===== src/rtl/flow_dma_pkg.sv =====
package flow_dma_pkg;
    typedef enum logic [2:0] {
        ST_IDLE,
        ST_ACQ,
        ST_RD,
        ST_WR,
        ST_PAUSE
    } seq_state_e;

    localparam logic [2:0] REG_SRC   = 3'd0;
    localparam logic [2:0] REG_DST   = 3'd1;
    localparam logic [2:0] REG_LEN   = 3'd2;
    localparam logic [2:0] REG_MODE  = 3'd3;
    localparam logic [2:0] REG_CTRL  = 3'd4;
    localparam logic [2:0] REG_STAT  = 3'd5;
    localparam logic [2:0] REG_THR   = 3'd6;
endpackage


===== src/rtl/flow_dma_regs.sv =====
module flow_dma_regs
    import flow_dma_pkg::*;
#(
    parameter int AW = 16,
    parameter int DW = 32,
    parameter int LW = 16,
    parameter int TW = 8
) (
    input  logic          clk,
    input  logic          rst_n,
    input  logic          we,
    input  logic [2:0]    addr,
    input  logic [DW-1:0] wdata,
    output logic [DW-1:0] rdata,
    input  logic          busy,
    input  logic          start_clr,
    input  logic          done_set,
    output logic [AW-1:0] src,
    output logic [AW-1:0] dst,
    output logic [LW-1:0] len,
    output logic          src_fix,
    output logic          dst_fix,
    output logic          start,
    output logic [TW-1:0] burst,
    output logic [TW-1:0] gap,
    output logic          irq
);
    typedef struct packed {
        logic [AW-1:0] src;
        logic [AW-1:0] dst;
        logic [LW-1:0] len;
        logic          sfix;
        logic          dfix;
        logic          ie;
        logic          start;
        logic          done;
        logic [TW-1:0] burst;
        logic [TW-1:0] gap;
    } regs_t;

    regs_t regs_d, regs_q;
    logic  unused_wbits;
    assign unused_wbits = ^wdata;

    always_comb begin
        regs_d = regs_q;
        if (we) begin
            case (addr)
                REG_SRC:  if (!busy) regs_d.src = wdata[AW-1:0];
                REG_DST:  if (!busy) regs_d.dst = wdata[AW-1:0];
                REG_LEN:  if (!busy) regs_d.len = wdata[LW-1:0];
                REG_MODE: if (!busy) begin
                    regs_d.sfix = wdata[0];
                    regs_d.dfix = wdata[1];
                    regs_d.ie   = wdata[2];
                end
                REG_CTRL: if (!busy && wdata[0]) regs_d.start = 1'b1;
                REG_STAT: if (wdata[1]) regs_d.done = 1'b0;
                REG_THR:  if (!busy) begin
                    regs_d.burst = wdata[TW-1:0];
                    regs_d.gap   = wdata[2*TW-1:TW];
                end
                default: ;
            endcase
        end
        if (start_clr) regs_d.start = 1'b0;
        if (done_set)  regs_d.done  = 1'b1;
    end

    always_ff @(posedge clk or negedge rst_n) begin
        if (!rst_n) regs_q <= '0;
        else        regs_q <= regs_d;
    end

    always_comb begin
        rdata = '0;
        case (addr)
            REG_SRC:  rdata = DW'(regs_q.src);
            REG_DST:  rdata = DW'(regs_q.dst);
            REG_LEN:  rdata = DW'(regs_q.len);
            REG_MODE: rdata = DW'({regs_q.ie, regs_q.dfix, regs_q.sfix});
            REG_CTRL: rdata = DW'(regs_q.start);
            REG_STAT: rdata = DW'({regs_q.done, busy});
            REG_THR:  rdata = DW'({regs_q.gap, regs_q.burst});
            default:  rdata = '0;
        endcase
    end

    assign src     = regs_q.src;
    assign dst     = regs_q.dst;
    assign len     = regs_q.len;
    assign src_fix = regs_q.sfix;
    assign dst_fix = regs_q.dfix;
    assign start   = regs_q.start;
    assign burst   = regs_q.burst;
    assign gap     = regs_q.gap;
    assign irq     = regs_q.done & regs_q.ie;

    AST_DONE_STICKY: assert property (@(posedge clk) disable iff (!rst_n)
        regs_q.done && !(we && addr == REG_STAT && wdata[1]) |=> regs_q.done);
    AST_LEN_LOCKED: assert property (@(posedge clk) disable iff (!rst_n)
        busy && we && addr == REG_LEN |=> $stable(regs_q.len));
    AST_START_GONE: assert property (@(posedge clk) disable iff (!rst_n)
        busy |-> !regs_q.start);
endmodule


===== src/rtl/flow_dma_throttle.sv =====
module flow_dma_throttle #(
    parameter int TW = 8
) (
    input  logic          clk,
    input  logic          rst_n,
    input  logic [TW-1:0] burst_cfg,
    input  logic [TW-1:0] gap_cfg,
    input  logic          busy,
    input  logic          clear,
    input  logic          unit_done,
    input  logic          pause_start,
    input  logic          in_pause,
    output logic          yield_now,
    output logic          gap_done
);
    typedef struct packed {
        logic [TW-1:0] burst_cnt;
        logic [TW-1:0] gap_cnt;
    } thr_t;

    thr_t thr_d, thr_q;

    assign yield_now = (burst_cfg != '0) && (thr_q.burst_cnt == burst_cfg - TW'(1));
    assign gap_done  = (thr_q.gap_cnt <= TW'(1));

    always_comb begin
        thr_d = thr_q;
        if (clear)
            thr_d.burst_cnt = '0;
        else if (unit_done)
            thr_d.burst_cnt = yield_now ? '0 : thr_q.burst_cnt + TW'(1);
        if (pause_start)
            thr_d.gap_cnt = gap_cfg;
        else if (in_pause && thr_q.gap_cnt != '0)
            thr_d.gap_cnt = thr_q.gap_cnt - TW'(1);
    end

    always_ff @(posedge clk or negedge rst_n) begin
        if (!rst_n) thr_q <= '0;
        else        thr_q <= thr_d;
    end

    AST_BURST_BOUND: assert property (@(posedge clk) disable iff (!rst_n)
        busy && burst_cfg != '0 |-> thr_q.burst_cnt < burst_cfg);
endmodule


===== src/rtl/flow_dma_seq.sv =====
module flow_dma_seq
    import flow_dma_pkg::*;
#(
    parameter int AW = 16,
    parameter int DW = 32,
    parameter int LW = 16
) (
    input  logic          clk,
    input  logic          rst_n,
    input  logic          start,
    input  logic [AW-1:0] src_cfg,
    input  logic [AW-1:0] dst_cfg,
    input  logic [LW-1:0] len_cfg,
    input  logic          src_fix,
    input  logic          dst_fix,
    input  logic          yield_now,
    input  logic          gap_done,
    output logic          busy,
    output logic          start_clr,
    output logic          done_set,
    output logic          unit_done,
    output logic          pause_start,
    output logic          in_pause,
    output logic          thr_clear,
    output logic          bus_req,
    input  logic          bus_gnt,
    output logic [AW-1:0] bus_addr,
    output logic          bus_rd,
    output logic          bus_wr,
    output logic [DW-1:0] bus_wdata,
    input  logic [DW-1:0] bus_rdata,
    input  logic          bus_rdy
);
    typedef struct packed {
        seq_state_e    st;
        logic [AW-1:0] sptr;
        logic [AW-1:0] dptr;
        logic [LW-1:0] remain;
        logic [DW-1:0] hold;
    } seq_t;

    seq_t seq_d, seq_q;

    always_comb begin
        seq_d       = seq_q;
        start_clr   = 1'b0;
        done_set    = 1'b0;
        unit_done   = 1'b0;
        pause_start = 1'b0;
        in_pause    = 1'b0;
        thr_clear   = 1'b0;
        bus_req     = 1'b0;
        bus_rd      = 1'b0;
        bus_wr      = 1'b0;
        case (seq_q.st)
            ST_IDLE: begin
                if (start) begin
                    start_clr = 1'b1;
                    if (len_cfg == '0) begin
                        done_set = 1'b1;
                    end else begin
                        seq_d.sptr   = src_cfg;
                        seq_d.dptr   = dst_cfg;
                        seq_d.remain = len_cfg;
                        seq_d.st     = ST_ACQ;
                        thr_clear    = 1'b1;
                    end
                end
            end
            ST_ACQ: begin
                bus_req = 1'b1;
                if (bus_gnt) seq_d.st = ST_RD;
            end
            ST_RD: begin
                bus_req = 1'b1;
                bus_rd  = bus_gnt;
                if (bus_gnt && bus_rdy) begin
                    seq_d.hold = bus_rdata;
                    seq_d.st   = ST_WR;
                end
            end
            ST_WR: begin
                bus_req = 1'b1;
                bus_wr  = bus_gnt;
                if (bus_gnt && bus_rdy) begin
                    unit_done = 1'b1;
                    if (!src_fix) seq_d.sptr = seq_q.sptr + AW'(1);
                    if (!dst_fix) seq_d.dptr = seq_q.dptr + AW'(1);
                    seq_d.remain = seq_q.remain - LW'(1);
                    if (seq_q.remain == LW'(1)) begin
                        done_set = 1'b1;
                        seq_d.st = ST_IDLE;
                    end else if (yield_now) begin
                        pause_start = 1'b1;
                        seq_d.st    = ST_PAUSE;
                    end else begin
                        seq_d.st = ST_RD;
                    end
                end
            end
            ST_PAUSE: begin
                in_pause = 1'b1;
                if (gap_done) seq_d.st = ST_ACQ;
            end
            default: seq_d.st = ST_IDLE;
        endcase
    end

    always_ff @(posedge clk or negedge rst_n) begin
        if (!rst_n) seq_q <= '{st: ST_IDLE, default: '0};
        else        seq_q <= seq_d;
    end

    assign busy      = (seq_q.st != ST_IDLE);
    assign bus_addr  = (seq_q.st == ST_WR) ? seq_q.dptr : seq_q.sptr;
    assign bus_wdata = seq_q.hold;

    AST_WR_FOLLOWS_RD: assert property (@(posedge clk) disable iff (!rst_n)
        bus_rd && bus_rdy |=> !bus_rd);
    AST_RD_STALL_HOLD: assert property (@(posedge clk) disable iff (!rst_n)
        bus_rd && !bus_rdy |=> $stable(bus_addr) && (bus_rd || !bus_gnt));
    AST_WR_STALL_HOLD: assert property (@(posedge clk) disable iff (!rst_n)
        bus_wr && !bus_rdy |=> $stable(bus_addr) && $stable(bus_wdata));
    AST_ZERO_LEN_QUIET: assert property (@(posedge clk) disable iff (!rst_n)
        seq_q.st == ST_IDLE && start && len_cfg == '0 |=> !bus_req);
endmodule


===== src/rtl/flow_dma.sv =====
module flow_dma
    import flow_dma_pkg::*;
#(
    parameter int AW = 16,
    parameter int DW = 32,
    parameter int LW = 16,
    parameter int TW = 8
) (
    input  logic          clk,
    input  logic          rst_n,
    input  logic          cfg_we,
    input  logic [2:0]    cfg_addr,
    input  logic [DW-1:0] cfg_wdata,
    output logic [DW-1:0] cfg_rdata,
    output logic          irq,
    output logic          bus_req,
    input  logic          bus_gnt,
    output logic [AW-1:0] bus_addr,
    output logic          bus_rd,
    output logic          bus_wr,
    output logic [DW-1:0] bus_wdata,
    input  logic [DW-1:0] bus_rdata,
    input  logic          bus_rdy
);
    logic [AW-1:0] src, dst;
    logic [LW-1:0] len;
    logic [TW-1:0] burst, gap;
    logic          src_fix, dst_fix, start, busy;
    logic          start_clr, done_set, unit_done, pause_start, in_pause, thr_clear;
    logic          yield_now, gap_done;

    flow_dma_regs #(.AW(AW), .DW(DW), .LW(LW), .TW(TW)) u_regs (
        .clk(clk), .rst_n(rst_n), .we(cfg_we), .addr(cfg_addr), .wdata(cfg_wdata),
        .rdata(cfg_rdata), .busy(busy), .start_clr(start_clr), .done_set(done_set),
        .src(src), .dst(dst), .len(len), .src_fix(src_fix), .dst_fix(dst_fix),
        .start(start), .burst(burst), .gap(gap), .irq(irq)
    );

    flow_dma_throttle #(.TW(TW)) u_thr (
        .clk(clk), .rst_n(rst_n), .burst_cfg(burst), .gap_cfg(gap), .busy(busy),
        .clear(thr_clear), .unit_done(unit_done), .pause_start(pause_start),
        .in_pause(in_pause), .yield_now(yield_now), .gap_done(gap_done)
    );

    flow_dma_seq #(.AW(AW), .DW(DW), .LW(LW)) u_seq (
        .clk(clk), .rst_n(rst_n), .start(start), .src_cfg(src), .dst_cfg(dst),
        .len_cfg(len), .src_fix(src_fix), .dst_fix(dst_fix), .yield_now(yield_now),
        .gap_done(gap_done), .busy(busy), .start_clr(start_clr), .done_set(done_set),
        .unit_done(unit_done), .pause_start(pause_start), .in_pause(in_pause),
        .thr_clear(thr_clear), .bus_req(bus_req), .bus_gnt(bus_gnt),
        .bus_addr(bus_addr), .bus_rd(bus_rd), .bus_wr(bus_wr), .bus_wdata(bus_wdata),
        .bus_rdata(bus_rdata), .bus_rdy(bus_rdy)
    );

    AST_NO_STROBE_IDLE: assert property (@(posedge clk) disable iff (!rst_n)
        !bus_req |-> !bus_rd && !bus_wr);
endmodule


===== config.mk =====
export PLATFORM = sky130hd
export DESIGN_NAME = flow_dma
export DESIGN_NICKNAME = d
export VERILOG_FILES = /design/src/rtl/flow_dma_pkg.sv /design/src/rtl/flow_dma_regs.sv /design/src/rtl/flow_dma_throttle.sv /design/src/rtl/flow_dma_seq.sv /design/src/rtl/flow_dma.sv
export SDC_FILE = /design/constraint.sdc
export NUM_CORES = 1
export LEC_CHECK = 0
export ABC_AREA = 1
export CAP_MARGIN = 20
export CORE_UTILIZATION = 56
export DETAILED_ROUTE_END_ITERATION = 7
export GPL_ROUTABILITY_DRIVEN = 1
export GPL_TIMING_DRIVEN = 0
export PLACE_DENSITY = 0.81
export SYNTH_ARGS = -nofsm -noshare
export SYNTH_HDL_FRONTEND = slang
export SYNTH_HIERARCHICAL = 1
export SYNTH_SLANG_ARGS = --single-unit

===== constraint.sdc =====
create_clock -name clk -period 3.35 [get_ports clk]
set_input_delay 0.5025 -clock clk [delete_from_list [all_inputs] [get_ports clk]]
set_output_delay 0.5025 -clock clk [all_outputs]
set_load 0.03 [all_outputs]

==> results.sh, run 1 <==
export IMPL_routed_wl_mm=31.0
export IMPL_clock_sinks=168
export IMPL_cp_max_fo=10
export IMPL_final_max_slew_viol_count=0
export IMPL_ys_types=42
export IMPL_synthesis_area_um2=11200
export IMPL_path_class="primary input to output port"
export IMPL_synth_seq_cells=168
export IMPL_syn_inst=1499
export IMPL_rsz0062_at_grt="no"
export IMPL_dieHeight_um=143
export IMPL_fin_crit_sh_pct=95.7
export IMPL_antenna_found_initial=0
export IMPL_ant_nets=0
export IMPL_fin_ws_ns=0.142
export IMPL_synth_warnings=6
export IMPL_crit_arrival_ns=2.71
export IMPL_clock_latency_ns=0.43
export IMPL_post_place_ws_ns=0.138
export IMPL_layout_commonest_cell="nand2_1"
export IMPL_critPathCaptureType="output port"
export IMPL_gp_congestion=0.966
export IMPL_hold_ws_ns=0.495
export IMPL_whs_path_depth=1
export IMPL_crit_path_top_delay_cell="clkdlybuf4s50_1"
export IMPL_fmax_mhz=312
export IMPL_hold_class="flop to flop"
export IMPL_overflow=0
export IMPL_grt_max_degree=124
export IMPL_ys_flop_type="dfrtp_1"
export IMPL_status="finished clean"
export IMPL_required_ns=2.85
export IMPL_worstHoldEndpoint="u_seq/bus_wdata[6]"
export IMPL_finish_net_count=1737
export IMPL_r2r_setup_slack_ns=0.42
export IMPL_fin_skew_ns=0.0109
export IMPL_core_region_area_um2=19500
export IMPL_vias=10545
export IMPL_layout_drive_gt1_share_pct=19.6
export IMPL_fin_area_um2=13400
export IMPL_fp_row_count=51
export IMPL_rr_worst_depth=18
export IMPL_diodes=0
export IMPL_dp_hpwl_mm=23.7
export IMPL_avgSynthCellArea_um2=7.44
export IMPL_die_w_um=143
export IMPL_path_cells="clkdlybuf4s50_1 -> clkbuf_1 -> nand4_1 -> nand4_1 -> clkdlybuf4s50_1"
export IMPL_layout_common_cells="476 x nand2_1, 168 x dfrtp_1, 126 x nor2_1"
export IMPL_hold_path_startpoint="u_seq/bus_wdata[6]"
export IMPL_clockBufferDepth=2
export IMPL_vdd_drop_max_uv=467
export IMPL_slew_headroom_pct=57.9
export IMPL_r2r_end="u_thr/thr_q[0]"
export IMPL_power_density_nw_per_um2=954
export IMPL_grt_pass1_vias=9644
export IMPL_drt_iter0_markers=1005
export IMPL_area_growth_synth_to_final_pct=20.3
export IMPL_htree_num_levels=4
export IMPL_numPortBuffers=122
export IMPL_grt_pass1_wl_mm=49.1
export IMPL_fin_util_pct=68.9
export IMPL_via_per_inst=5.45
export IMPL_clkTransAtPathRegs_ns=0.07
export IMPL_tritoncts="built"
export IMPL_startpoint_type="primary input"
export IMPL_leakage_uw=0.00659
export IMPL_finalSetupViolations=0
export IMPL_r2r_start="u_regs/burst[0]"
export IMPL_finalHoldViolCount=0
export IMPL_fillCellCount=1598
export IMPL_p_total_uw=12800
export IMPL_root_buffer="clkbuf_16"
export IMPL_cts_setup_buffers=0
export IMPL_grt_use_total_pct=31.2
export IMPL_drc=0
export IMPL_synth_edf_count=0
export IMPL_drv_cap=0
export IMPL_die_area_um2=20500
export IMPL_wire_per_inst_um=16.0
export IMPL_cp_slowest_stage_delay_ns=0.69
export IMPL_drtPass1Iterations=6
export IMPL_postPlaceCellArea_um2=12800
export IMPL_io_pins=156
export IMPL_async_reset_ff_share_pct=100
export IMPL_start_util_pct=57.3
export IMPL_worst_pin_slew_ns=0.631
export IMPL_numCtsBuffers=17
export IMPL_ys_seq_area_share_pct=37.7
export IMPL_min_period_ns=3.21
[metal layers]
metal,global-route usage (%),vias up,share of wire (%)
met2,50.0,536,46
met3,5.47,69,8.8
met1,42.5,4906,42
li1,-,5034,-
met5,0,-,0
met4,10.8,0,2.4
[stage by stage]
stage	setup TNS [ns]	std cells
2_1_floorplan	0	1514
3_3_place_gp	-871.36	1901
3_5_place_dp	0	1902
4_1_cts	0	1935
5_1_grt	0	1935
6_report	0	1935
[critical path, delay by kind of cell]
family | cells | cell delay (ns)
buffers and inverters | 3 | 1.76
and+or+nand+nor | 2 | 0.44
[power breakdown]
part / internal (µW) / total (µW) / switching, µW
Sequential: 2900 / 3830 / 921
Clock: 1080 / 1990 / 907
Combinational: 2940 / 6980 / 4040
[registers in the layout, summed over array words and instances, names as in the netlist]
register         flops
u_regs/burst         8
u_thr/thr_q         16
u_regs/dst          16
u_regs/regs_q        2
u_regs/src_fix       1
u_seq/bus_wdata     32
u_regs/start         1
u_seq/seq_q         51
u_regs/src          16
u_regs/len          16
u_regs/gap           8
u_regs/dst_fix       1
[final cells by class]
| cell class | count | area [µm²] | area share [%] |
|---|---|---|---|
| multi-input cells | 1059 | 5340 | 39.8 |
| inverters | 121 | 462 | 3.44 |
| well taps | 265 | 332 | 2.47 |
| plain buffers | 166 | 1200 | 8.98 |
| clock buffers | 18 | 439 | 3.27 |
| repair buffers | 124 | 1270 | 9.50 |
| clock inverters | 14 | 156 | 1.17 |
| flip-flops and latches | 168 | 4200 | 31.3 |
[worst max path at each step]
stage                    start             end  slack [ns]  depth (start not counted)
5_1_grt        u_seq/seq_q[82]     bus_addr[3]        0.03                          7
4_1_cts        u_seq/seq_q[82]     bus_addr[6]        0.11                          8
3_5_place_dp   u_regs/burst[0]  u_thr/thr_q[0]        0.14                         18
2_1_floorplan  u_regs/burst[0]  u_thr/thr_q[0]        0.74                         18
3_3_place_gp             rst_n   u_regs/src[5]       -5.20                          1
6_report           cfg_addr[2]    cfg_rdata[4]        0.14                          5
[synthesized netlist by cell type, types with 7 or more instances]
cell type / number / area (µm²)
a21oi_1: 15 / 75.1
nand2_4: 9 / 101
buf_4: 118 / 886
dfrtp_1: 168 / 4200
o21ai_0: 60 / 300
buf_6: 15 / 169
mux2_1: 7 / 78.8
xnor2_1: 7 / 61.3
nand2_2: 22 / 138
nand3_1: 92 / 460
o21ai_1: 36 / 180
clkbuf_1: 11 / 41.3
inv_2: 11 / 41.3
inv_1: 106 / 398
nand3_2: 13 / 130
mux2_2: 25 / 282
ha_1: 8 / 100
nor2_1: 127 / 477
o21ai_2: 30 / 263
nand2_1: 476 / 1790
nand4_1: 60 / 375
buf_2: 20 / 100
[repair_timing]
item | CTS | global route
endpoints found under the hold margin | 45 | 0
resized for setup | 0 | 7
hold buffers | 1 | 0
setup endpoints to repair | 0 | 14
[cells by family after synthesis]
| kind of cell | synth area share [%] |
|---|---|
| simple gates | 34.0 |
| buf+inv | 14.9 |
| flops | 37.7 |
| other cells | 0.0336 |
| compound gates | 8.15 |
| xor+xnor | 1.02 |
| fa+ha+maj | 0.898 |
| mux | 3.23 |
Power figures use the tool's default switching activity.
==> inputs of run 2 (changes only) <==
--- a/config.mk
+++ b/config.mk
@@ -7,11 +7,12 @@
 export LEC_CHECK = 0
 export ABC_AREA = 1
 export CAP_MARGIN = 20
-export CORE_UTILIZATION = 56
+export CORE_MARGIN = 1
+export CORE_UTILIZATION = 50
 export DETAILED_ROUTE_END_ITERATION = 7
 export GPL_ROUTABILITY_DRIVEN = 1
 export GPL_TIMING_DRIVEN = 0
-export PLACE_DENSITY = 0.81
+export PLACE_DENSITY = 0.74
 export SYNTH_ARGS = -nofsm -noshare
 export SYNTH_HDL_FRONTEND = slang
 export SYNTH_HIERARCHICAL = 1
==> run 2 against run 1 <==
Routed wire length up 1.6%. Cell count up 0.67%. Setup slack worse by 0.028 ns. Global-route usage down 3.1 points. Sequential cell count unchanged. Critical path depth up 1. Clock power about the same. Die area up 12%. Via count down 1.6%. Sequential share of layout area about the same. Critical endpoint is now bus_addr[3]. Highest routed layer unchanged.
==> results.sh, run 2 (synthesized netlist as in run 1, its figures left out) <==
export IMPL_layout_drive_gt1_share_pct=19.7
export IMPL_crit_arrival_ns=2.73
export IMPL_largest_register="u_seq/seq_q"
export IMPL_die_area_um2=22900
export IMPL_numCtsBuffers=17
export IMPL_ctsHoldBuffers=0
export IMPL_power_switching_uw=5930
export IMPL_cts_setup_buffers=0
export IMPL_diodes=0
export IMPL_startpoint_type="flop"
export IMPL_overflow=0
export IMPL_path_class="flop to output port"
export IMPL_core_region_area_um2=21800
export IMPL_fin_skew_ns=0.0135
export IMPL_drt_iter0_markers=960
export IMPL_leakage_uw=0.00658
export IMPL_clock_latency_ns=0.45
export IMPL_min_period_ns=3.24
export IMPL_fin_area_um2=13400
export IMPL_clkTransAtPathRegs_ns=0.07
export IMPL_layout_commonest_cell="nand2_1"
export IMPL_slew_headroom_pct=59.2
export IMPL_vias=10374
export IMPL_fin_crit_sh_pct=96.6
export IMPL_wire_per_inst_um=16.1
export IMPL_postPlaceCellArea_um2=12800
export IMPL_finalSetupViolations=0
export IMPL_antenna_found_initial=0
export IMPL_largest_reg_flops=51
export IMPL_io_pins=156
export IMPL_power_frac_comb_pct=54.5
export IMPL_fp_row_count=54
export IMPL_vdd_drop_max_uv=439
export IMPL_layout_common_cells="476 x nand2_1, 168 x dfrtp_1, 126 x nor2_1"
export IMPL_dieHeight_um=151
export IMPL_finish_net_count=1735
export IMPL_final_max_slew_viol_count=0
export IMPL_drc=0
export IMPL_cp_max_fo=10
export IMPL_grt_pass1_wl_mm=49.1
export IMPL_p_int_uw=6860
export IMPL_grt_pass1_vias=9248
export IMPL_area_growth_synth_to_final_pct=20.2
export IMPL_critPathCaptureType="output port"
export IMPL_seqPwrFrac_pct=30.1
export IMPL_power_density_nw_per_um2=954
export IMPL_root_buffer="clkbuf_16"
export IMPL_clockBufferDepth=2
export IMPL_routed_wl_mm=31.4
export IMPL_die_w_um=151
export IMPL_numPortBuffers=122
export IMPL_gp_congestion=0.968
export IMPL_status="finished clean"
export IMPL_worst_pin_slew_ns=0.610
export IMPL_tritoncts="built"
export IMPL_p_clk_share_pct=15.4
export IMPL_rsz0062_at_grt="no"
export IMPL_grt_use_total_pct=28.2
export IMPL_drv_cap=0
export IMPL_via_per_inst=5.33
export IMPL_start_util_pct=51.1
export IMPL_htree_num_levels=4
export IMPL_required_ns=2.85
export IMPL_hold_ws_ns=0.00494
export IMPL_switching_share_pct=46.4
export IMPL_hold_class="primary input to async pin"
export IMPL_clock_sinks=168
export IMPL_dp_hpwl_mm=24.0
export IMPL_drtPass1Iterations=5
export IMPL_ant_nets=0
export IMPL_fmax_mhz=309
export IMPL_grt_max_degree=101
export IMPL_p_total_uw=12800
export IMPL_finalHoldViolCount=0
==> run 2: cell type report <==
class	instances	area, µm²
Tap cell	280	350
Buffer	165	1200
Multi-Input combinational cell	1059	5340
Sequential cell	168	4200
Clock buffer	18	439
Clock inverter	14	145
Timing Repair Buffer	123	1260
Fill cell	1998	8420
Inverter	121	462
==> run 2: critical path, cell delays in order, from the launching register on <==
cell and delay, ns:
dfrtp_1 0.43, inv_2 0.13, nand3_4 0.15, clkbuf_2 0.29, clkbuf_1 0.26, o21ai_0 0.30, clkdlybuf4s50_1 0.73
==> run 2: metrics by stage <==
step / setup slack [ns] / instances / util (%) / TNS, ns
3_3_place_gp: -5.46 / 1916 / 58.6 / -914.62
5_1_grt: 0.00514 / 1948 / 61.4 / 0
4_1_cts: 0.000992 / 1949 / 61.4 / 0
2_1_floorplan: 0.737 / 1514 / - / 0
6_report: 0.115 / 1948 / 61.4 / 0
3_5_place_dp: 0.0572 / 1917 / 58.7 / 0
==> run 2: path summary, 6_finish.rpt <==
check	start	endpoint	slack, ns	depth (start not counted)
min	rst_n	u_seq/seq_q[77]	0.005	1
min reg2reg	u_seq/bus_wdata[6]	u_seq/bus_wdata[6]	0.50	1
max	u_seq/seq_q[82]	bus_addr[3]	0.11	6
max reg2reg	u_regs/burst[1]	u_thr/thr_q[0]	0.32	18
min in group clk	u_seq/bus_wdata[6]	u_seq/bus_wdata[6]	0.50	1
max in group asynchronous	rst_n	u_regs/regs_q[18]	2.46	2
==> run 2: metal layers <==
metal / vias to the layer above / part of all wire [%] / GRT usage [%]
met5: - / 0 / 0
met4: 0 / 2.8 / 10.7
met3: 63 / 7.6 / 3.34
met2: 450 / 45 / 43.8
met1: 4831 / 44 / 40.0
li1: 5030 / - / -
==> run 2: repair_timing <==
item | 4_1_cts | 5_1_grt
gates cloned | 0 | 0
setup endpoints to repair | 1 | 18
gates resized for setup | 1 | 6
==> run 2: power groups by stage <==
stage / clock (µW) / sequential (µW) / combinational [µW]
final: 1970 / 3840 / 6970
after global routing: 2080 / 3940 / 7630
after CTS: 2000 / 3800 / 6960
after detailed placement: 0 / 3830 / 6930
after global placement: 0 / 3810 / 6800
after floorplan: 0 / 3470 / 5140
